## src/rtl/dce_pkg.sv

```systemverilog
package dce_pkg;

  localparam int NIB_W  = 4;
  localparam int MODE_W = 2;
  localparam int N_ACT  = 3;
  // action index; mode field sits at cmd_word[2*idx+1 : 2*idx]
  localparam int ACT_WAIT = 0;
  localparam int ACT_BR   = 1;
  localparam int ACT_IRQ  = 2;

  typedef enum logic [MODE_W-1:0] {
    MODE_NEVER  = 2'd0,
    MODE_IFSET  = 2'd1,
    MODE_IFCLR  = 2'd2,
    MODE_ALWAYS = 2'd3
  } act_mode_e;

  function automatic logic masked_match(input logic [NIB_W-1:0] stat,
                                        input logic [NIB_W-1:0] mask,
                                        input logic [NIB_W-1:0] val);
    return (stat & mask) == (val & mask);
  endfunction

  function automatic logic mode_fires(input act_mode_e mode, input logic hit);
    case (mode)
      MODE_NEVER:  return 1'b0;
      MODE_IFSET:  return hit;
      MODE_IFCLR:  return ~hit;
      default:     return 1'b1;
    endcase
  endfunction

endpackage

```

## src/rtl/dce_decider.sv

```systemverilog
module dce_decider
  import dce_pkg::*;
#(
  parameter int SEL_W    = 32,
  parameter int MASK_LSB = 16,
  parameter int VAL_LSB  = 0
) (
  input  logic                 clk,
  input  logic                 rst_n,
  input  logic                 eval_en,
  input  logic [MODE_W-1:0]    mode,
  input  logic [NIB_W-1:0]     stat,
  input  logic [SEL_W-1:0]     sel,
  output logic                 hit,
  output logic                 fire_now,
  output logic                 fire_q
);

  logic [NIB_W-1:0] mask_f;
  logic [NIB_W-1:0] val_f;
  logic             unused_sel;

  assign mask_f     = sel[MASK_LSB +: NIB_W];
  assign val_f      = sel[VAL_LSB  +: NIB_W];
  assign unused_sel = ^sel;

  assign hit      = masked_match(stat, mask_f, val_f);
  assign fire_now = eval_en & mode_fires(act_mode_e'(mode), hit);

  always_ff @(posedge clk or negedge rst_n) begin
    if (!rst_n) fire_q <= 1'b0;
    else        fire_q <= fire_now;
  end

endmodule

```

## src/rtl/dce_sticky.sv

```systemverilog
module dce_sticky (
  input  logic clk,
  input  logic rst_n,
  input  logic set_i,
  input  logic clr_i,
  output logic q
);

  always_ff @(posedge clk or negedge rst_n) begin
    if (!rst_n)     q <= 1'b0;
    else if (set_i) q <= 1'b1;
    else if (clr_i) q <= 1'b0;
  end

endmodule

```

## src/rtl/dce_eval.sv

```systemverilog
module dce_eval
  import dce_pkg::*;
#(
  parameter int SEL_W    = 32,
  parameter int MASK_LSB = 16,
  parameter int VAL_LSB  = 0,
  parameter int STS_W    = 32,
  parameter int CMD_W    = 16
) (
  input  logic             clk,
  input  logic             rst_n,
  input  logic             eval_en,
  input  logic [CMD_W-1:0] cmd_word,
  input  logic [STS_W-1:0] chan_status,
  input  logic [SEL_W-1:0] irq_sel,
  input  logic [SEL_W-1:0] br_sel,
  input  logic [SEL_W-1:0] wait_sel,
  input  logic             irq_clr,
  output logic             irq_fire,
  output logic             br_taken,
  output logic             wait_hold,
  output logic             irq_pending
);

  localparam int MODES_W = N_ACT * MODE_W;

  logic [SEL_W-1:0]   sel_arr [N_ACT];
  logic [NIB_W-1:0]   dev_nib;
  logic [N_ACT-1:0]   cond_hit;
  logic [N_ACT-1:0]   fire_now;
  logic [N_ACT-1:0]   fire_q;
  logic [MODES_W-1:0] act_modes;
  logic               unused_bits;

  assign sel_arr[ACT_WAIT] = wait_sel;
  assign sel_arr[ACT_BR]   = br_sel;
  assign sel_arr[ACT_IRQ]  = irq_sel;

  assign dev_nib     = chan_status[NIB_W-1:0];
  assign act_modes   = cmd_word[MODES_W-1:0];
  assign unused_bits = ^{cmd_word, chan_status};

  for (genvar g = 0; g < N_ACT; g++) begin : g_act
    dce_decider #(
      .SEL_W    (SEL_W),
      .MASK_LSB (MASK_LSB),
      .VAL_LSB  (VAL_LSB)
    ) u_dec (
      .clk      (clk),
      .rst_n    (rst_n),
      .eval_en  (eval_en),
      .mode     (act_modes[g*MODE_W +: MODE_W]),
      .stat     (dev_nib),
      .sel      (sel_arr[g]),
      .hit      (cond_hit[g]),
      .fire_now (fire_now[g]),
      .fire_q   (fire_q[g])
    );
  end

  dce_sticky u_pend (
    .clk   (clk),
    .rst_n (rst_n),
    .set_i (fire_now[ACT_IRQ]),
    .clr_i (irq_clr),
    .q     (irq_pending)
  );

  assign irq_fire  = fire_q[ACT_IRQ];
  assign br_taken  = fire_q[ACT_BR];
  assign wait_hold = fire_q[ACT_WAIT];

endmodule

```

## config.mk

```make
export PLATFORM = sky130hd
export DESIGN_NAME = dce_eval
export DESIGN_NICKNAME = d
export VERILOG_FILES = /design/src/rtl/dce_pkg.sv /design/src/rtl/dce_decider.sv /design/src/rtl/dce_sticky.sv /design/src/rtl/dce_eval.sv
export SDC_FILE = /design/constraint.sdc
export NUM_CORES = 1
export LEC_CHECK = 0
export CORE_MARGIN = 3
export CORE_UTILIZATION = 10
export DETAILED_ROUTE_END_ITERATION = 8
export MAX_ROUTING_LAYER = met4
export PLACE_DENSITY = 0.78
export SETUP_SLACK_MARGIN = 0.4
export SKIP_CTS_REPAIR_TIMING = 1
export SYNTH_ARGS = -nofsm -noshare
export SYNTH_HDL_FRONTEND = slang
export SYNTH_SLANG_ARGS = --single-unit
```

## constraint.sdc

```tcl
create_clock -name clk -period 1.1 [get_ports clk]
set_input_delay 0.22 -clock clk [delete_from_list [all_inputs] [get_ports clk]]
set_output_delay 0.22 -clock clk [all_outputs]
set_load 0.005 [all_outputs]
```

==> results.json <==
{
  "outcome": "finished clean",
  "totalWireLength_um": 1530,
  "combinational_cell_fraction_of_total_power_pct": 46.1,
  "layout.cells.non_filler": 125,
  "r2r_end": "u_pend.q$_DFFE_PN0P_",
  "tightest_slew_ns": 0.198,
  "final.setup.tns_ns": 0,
  "aggregate_global_route_resource_usage_pct": 7.65,
  "crit_path_cell_trace": "clkbuf_2",
  "critPathArrivalTime_ns": 0.71,
  "final.setup.worst_slack_ns": 0.166,
  "setup_violations": 0,
  "drt_first_pass_iters": 2,
  "proportion_of_register_bits_with_asynchronous_set_or_reset_after_synthesis_pct": 100,
  "synth-edff-count": 0,
  "most_repeated_cell_in_the_gate_level_netlist_after_synthesis": "sky130_fd_sc_hd__xor2_1",
  "post-synth-top-area-fraction_pct": 31.8,
  "grt_pass1_wl_um": 2170,
  "critical_path.slowest_cell": "sky130_fd_sc_hd__dfrtp_1",
  "gp_congestion": 0.750,
  "synth_sequential_area_ratio_pct": 30.3,
  "worst-endpoint-required_ns": 0.88,
  "critical_path.startpoint": "u_pend.q$_DFFE_PN0P_",
  "synth.mux.area_fraction_pct": 0,
  "synthAdderAreaFrac_pct": 0,
  "synth_top_family_by_area": "XOR/XNOR gates",
  "routed-via-count": 434,
  "detail-route-antenna-nets": 0,
  "tritoncts_clock_tree": "built",
  "internal_power_mw": 0.467,
  "avgViaCountPerCell": 3.47,
  "slew_headroom_pct": 86.8,
  "die-area_um2": 4030,
  "fillerInstances": 338,
  "clock_sinks": 4,
  "final_worst_path_period_need_ns": 0.934,
  "detailedPlacementHpwl_um": 1230,
  "preCtsSetupSlack_ns": -0.443,
  "synthesis.nets": 184,
  "clock_latency_ns": 0.24,
  "pwr-share-clk_pct": 27.6,
  "clkSlewWorstSetupHoldPaths_ns": 0.04,
  "drv_cap": 0,
  "core_area_um2": 3100,
  "final_net_count": 231,
  "max_clock_freq_mhz": 1070,
  "finalHoldViolCount": 0,
  "start_util_pct": 10.6,
  "grt_remaining_overflow": 0,
  "drt-wirelength-per-cell_um": 12.2,
  "worst_clock_skew_ns": 0,
  "h_tree_level_count": 1,
  "slowest_delay_ns": 0.37,
  "die_width_um": 63.5,
  "parity_gate_share_of_the_synthesized_area_counting_xor_and_xnor_cells_pct": 31.8,
  "setup.worst_path.end_class": "primary output",
  "power.sequential.fraction_pct": 26.4,
  "netlist.top_cell.by_area": "sky130_fd_sc_hd__xor2_1",
  "die_h_um": 63.5,
  "timing.critical_path.fanout_max": 2,
  "synth.top_cells.by_area": "sky130_fd_sc_hd__xor2_1 (32%), sky130_fd_sc_hd__dfrtp_1 (30%), sky130_fd_sc_hd__a22oi_1 (14%), sky130_fd_sc_hd__a21bo_1 (6.1%), sky130_fd_sc_hd__nand2_1 (3.4%)",
  "pwr_density_cell_nw_per_um2": 691,
  "insertedDiodeCount": 0,
  "reg2reg_from": "u_pend.q$_DFFE_PN0P_",
  "synth_flop_cell": "sky130_fd_sc_hd__dfrtp_1",
  "syn-cell-area_um2": 330,
  "timing.reg2reg.setup_slack_ns": 0.46,
  "yosys.area_share.simple_pct": 6.44,
  "synth.top_cells.by_count": "sky130_fd_sc_hd__xor2_1 (12), sky130_fd_sc_hd__a22oi_1 (6), sky130_fd_sc_hd__dfrtp_1 (4)",
  "flip_flop_and_latch_count_after_synthesis": 4,
  "post_route_cells_drive_above_1_share_pct": 45.7,
  "vdd.ir_drop.worst_mv": 0.285,
  "power.static_leakage_nw": 0.548,
  "timing.critical_path.buf_inv": 1,
  "worstSetupEndpoint": "irq_pending",
  "netSwitchingFraction_pct": 28.1,
  "setup_repair_after_global_routing_missed_its_margin": "yes",
  "finish.utilization_pct": 30.3,
  "syn_avg_cell_area_um2": 9.18,
  "final.period_utilization_pct": 84.9,
  "area.growth.synth_to_final_pct": 185,
  "synthCells": 36,
  "cts_buffer_depth": 2,
  "antenna_found_initial": 0,
  "ff2ff_path_depth": 2,
  "buffer_ports.inserted": 41,
  "critical-path-top-delay-family": "flip-flops",
  "worstHoldPathType": "primary input to asynchronous set/reset pin",
  "synth_cell_type_count": 11,
  "grt_max_degree": 5,
  "worst-path-stages": 1,
  "grt_pass1_vias": 516,
  "placedCellCount": 122,
  "synth-compound-area-share_pct": 29.2,
  "switchingPower_mw": 0.183,
  "first_iter_violations": 10,
  "floorplan.io_pins": 152,
  "start_kind": "flop",
  "post-route-drc-count": 0,
  "synth-warning-count": 0,
  "ctsRootBufferMaster": "sky130_fd_sc_hd__clkbuf_4",
  "timing_worst_setup_path_type": "flop to primary output",
  "tritoncts.num_buffers": 3,
  "rows": 20,
  "final_max_tran_viols": 0
}
layer usage:
metal	track usage (%)	share of wire, %	up-vias
met2	10.4	42	44
met3	4.99	14	0
met1	8.73	44	177
li1	-	-	213
met5	-	0	-
met4	3.23	0	0
state kept, by name, summed over array words and instances, names as in the netlist:
signal and flops:
u_pend.q 1, g_act.u_dec.fire_q 3
final cells by class:
class / count / area, um^2 / area share (%)
timing repair buffer: 42 / 437 / 46.4
multi-input combinational: 30 / 319 / 33.9
sequential: 4 / 100 / 10.6
tap: 44 / 55.1 / 5.85
clock buffer: 3 / 22.5 / 2.39
inverter: 2 / 7.51 / 0.798
worst min-delay path by stage:
stage | endpoint | slack, ns | cells past startpoint
2_1_floorplan | g_act[0].u_dec.fire_q$_DFF_PN0_ | -0.08 | 0
3_3_place_gp | g_act[2].u_dec.fire_q$_DFF_PN0_ | 0.43 | 1
3_5_place_dp | u_pend.q$_DFFE_PN0P_ | 0.44 | 1
4_1_cts | u_pend.q$_DFFE_PN0P_ | 0.18 | 1
5_1_grt | g_act[0].u_dec.fire_q$_DFF_PN0_ | 0.19 | 1
6_report | u_pend.q$_DFFE_PN0P_ | 0.18 | 1
layout by cell type, fill, tap and decap left out:
| cell | instances |
|---|---|
| sky130_fd_sc_hd__o221ai_2 | 1 |
| sky130_fd_sc_hd__dlymetal6s2s_1 | 19 |
| sky130_fd_sc_hd__dfrtp_1 | 4 |
| sky130_fd_sc_hd__nand3_1 | 2 |
| sky130_fd_sc_hd__xor2_1 | 5 |
| sky130_fd_sc_hd__buf_4 | 1 |
| sky130_fd_sc_hd__a21oi_2 | 2 |
| sky130_fd_sc_hd__clkbuf_2 | 8 |
| sky130_fd_sc_hd__clkbuf_4 | 3 |
| sky130_fd_sc_hd__xor2_2 | 7 |
| sky130_fd_sc_hd__buf_6 | 9 |
| sky130_fd_sc_hd__o21ai_1 | 1 |
| sky130_fd_sc_hd__inv_1 | 2 |
| sky130_fd_sc_hd__clkdlybuf4s50_1 | 5 |
| sky130_fd_sc_hd__a22oi_2 | 6 |
| sky130_fd_sc_hd__a21bo_1 | 2 |
| sky130_fd_sc_hd__a21o_1 | 1 |
| sky130_fd_sc_hd__nand2_1 | 3 |
per-stage QoR:
step	instance area, um^2	power [mW]	hold slack, ns
after detailed placement	803	0.451	0.435
after global placement	803	0.448	0.430
after global routing	941	0.705	0.193
after CTS	826	0.640	0.181
after floorplan	330	0.250	-0.0756
final	941	0.650	0.182
power groups by stage:
| stage | Combinational, mW | Sequential, mW | Clock (mW) |
|---|---|---|---|
| 6_report | 0.300 | 0.171 | 0.179 |
| 5_1_grt | 0.323 | 0.173 | 0.209 |
| 4_1_cts | 0.279 | 0.172 | 0.190 |
| 3_5_place_dp | 0.278 | 0.174 | 0 |
| 3_3_place_gp | 0.274 | 0.174 | 0 |
| 2_1_floorplan | 0.0767 | 0.174 | 0 |
worst register-to-register path: stages (launching register included):
cell and delay [ns]:
sky130_fd_sc_hd__dfrtp_1 0.37, sky130_fd_sc_hd__inv_1 0.07, sky130_fd_sc_hd__o221ai_2 0.08
kinds of logic (layout without fill, tap and decap cells):
family          after synthesis  after routing
compound gates               13             13
xor+xnor                     12             12
buf+inv                       2             47
flops                         4              4
simple gates                  5              5
(Power assumes the default switching activity.)
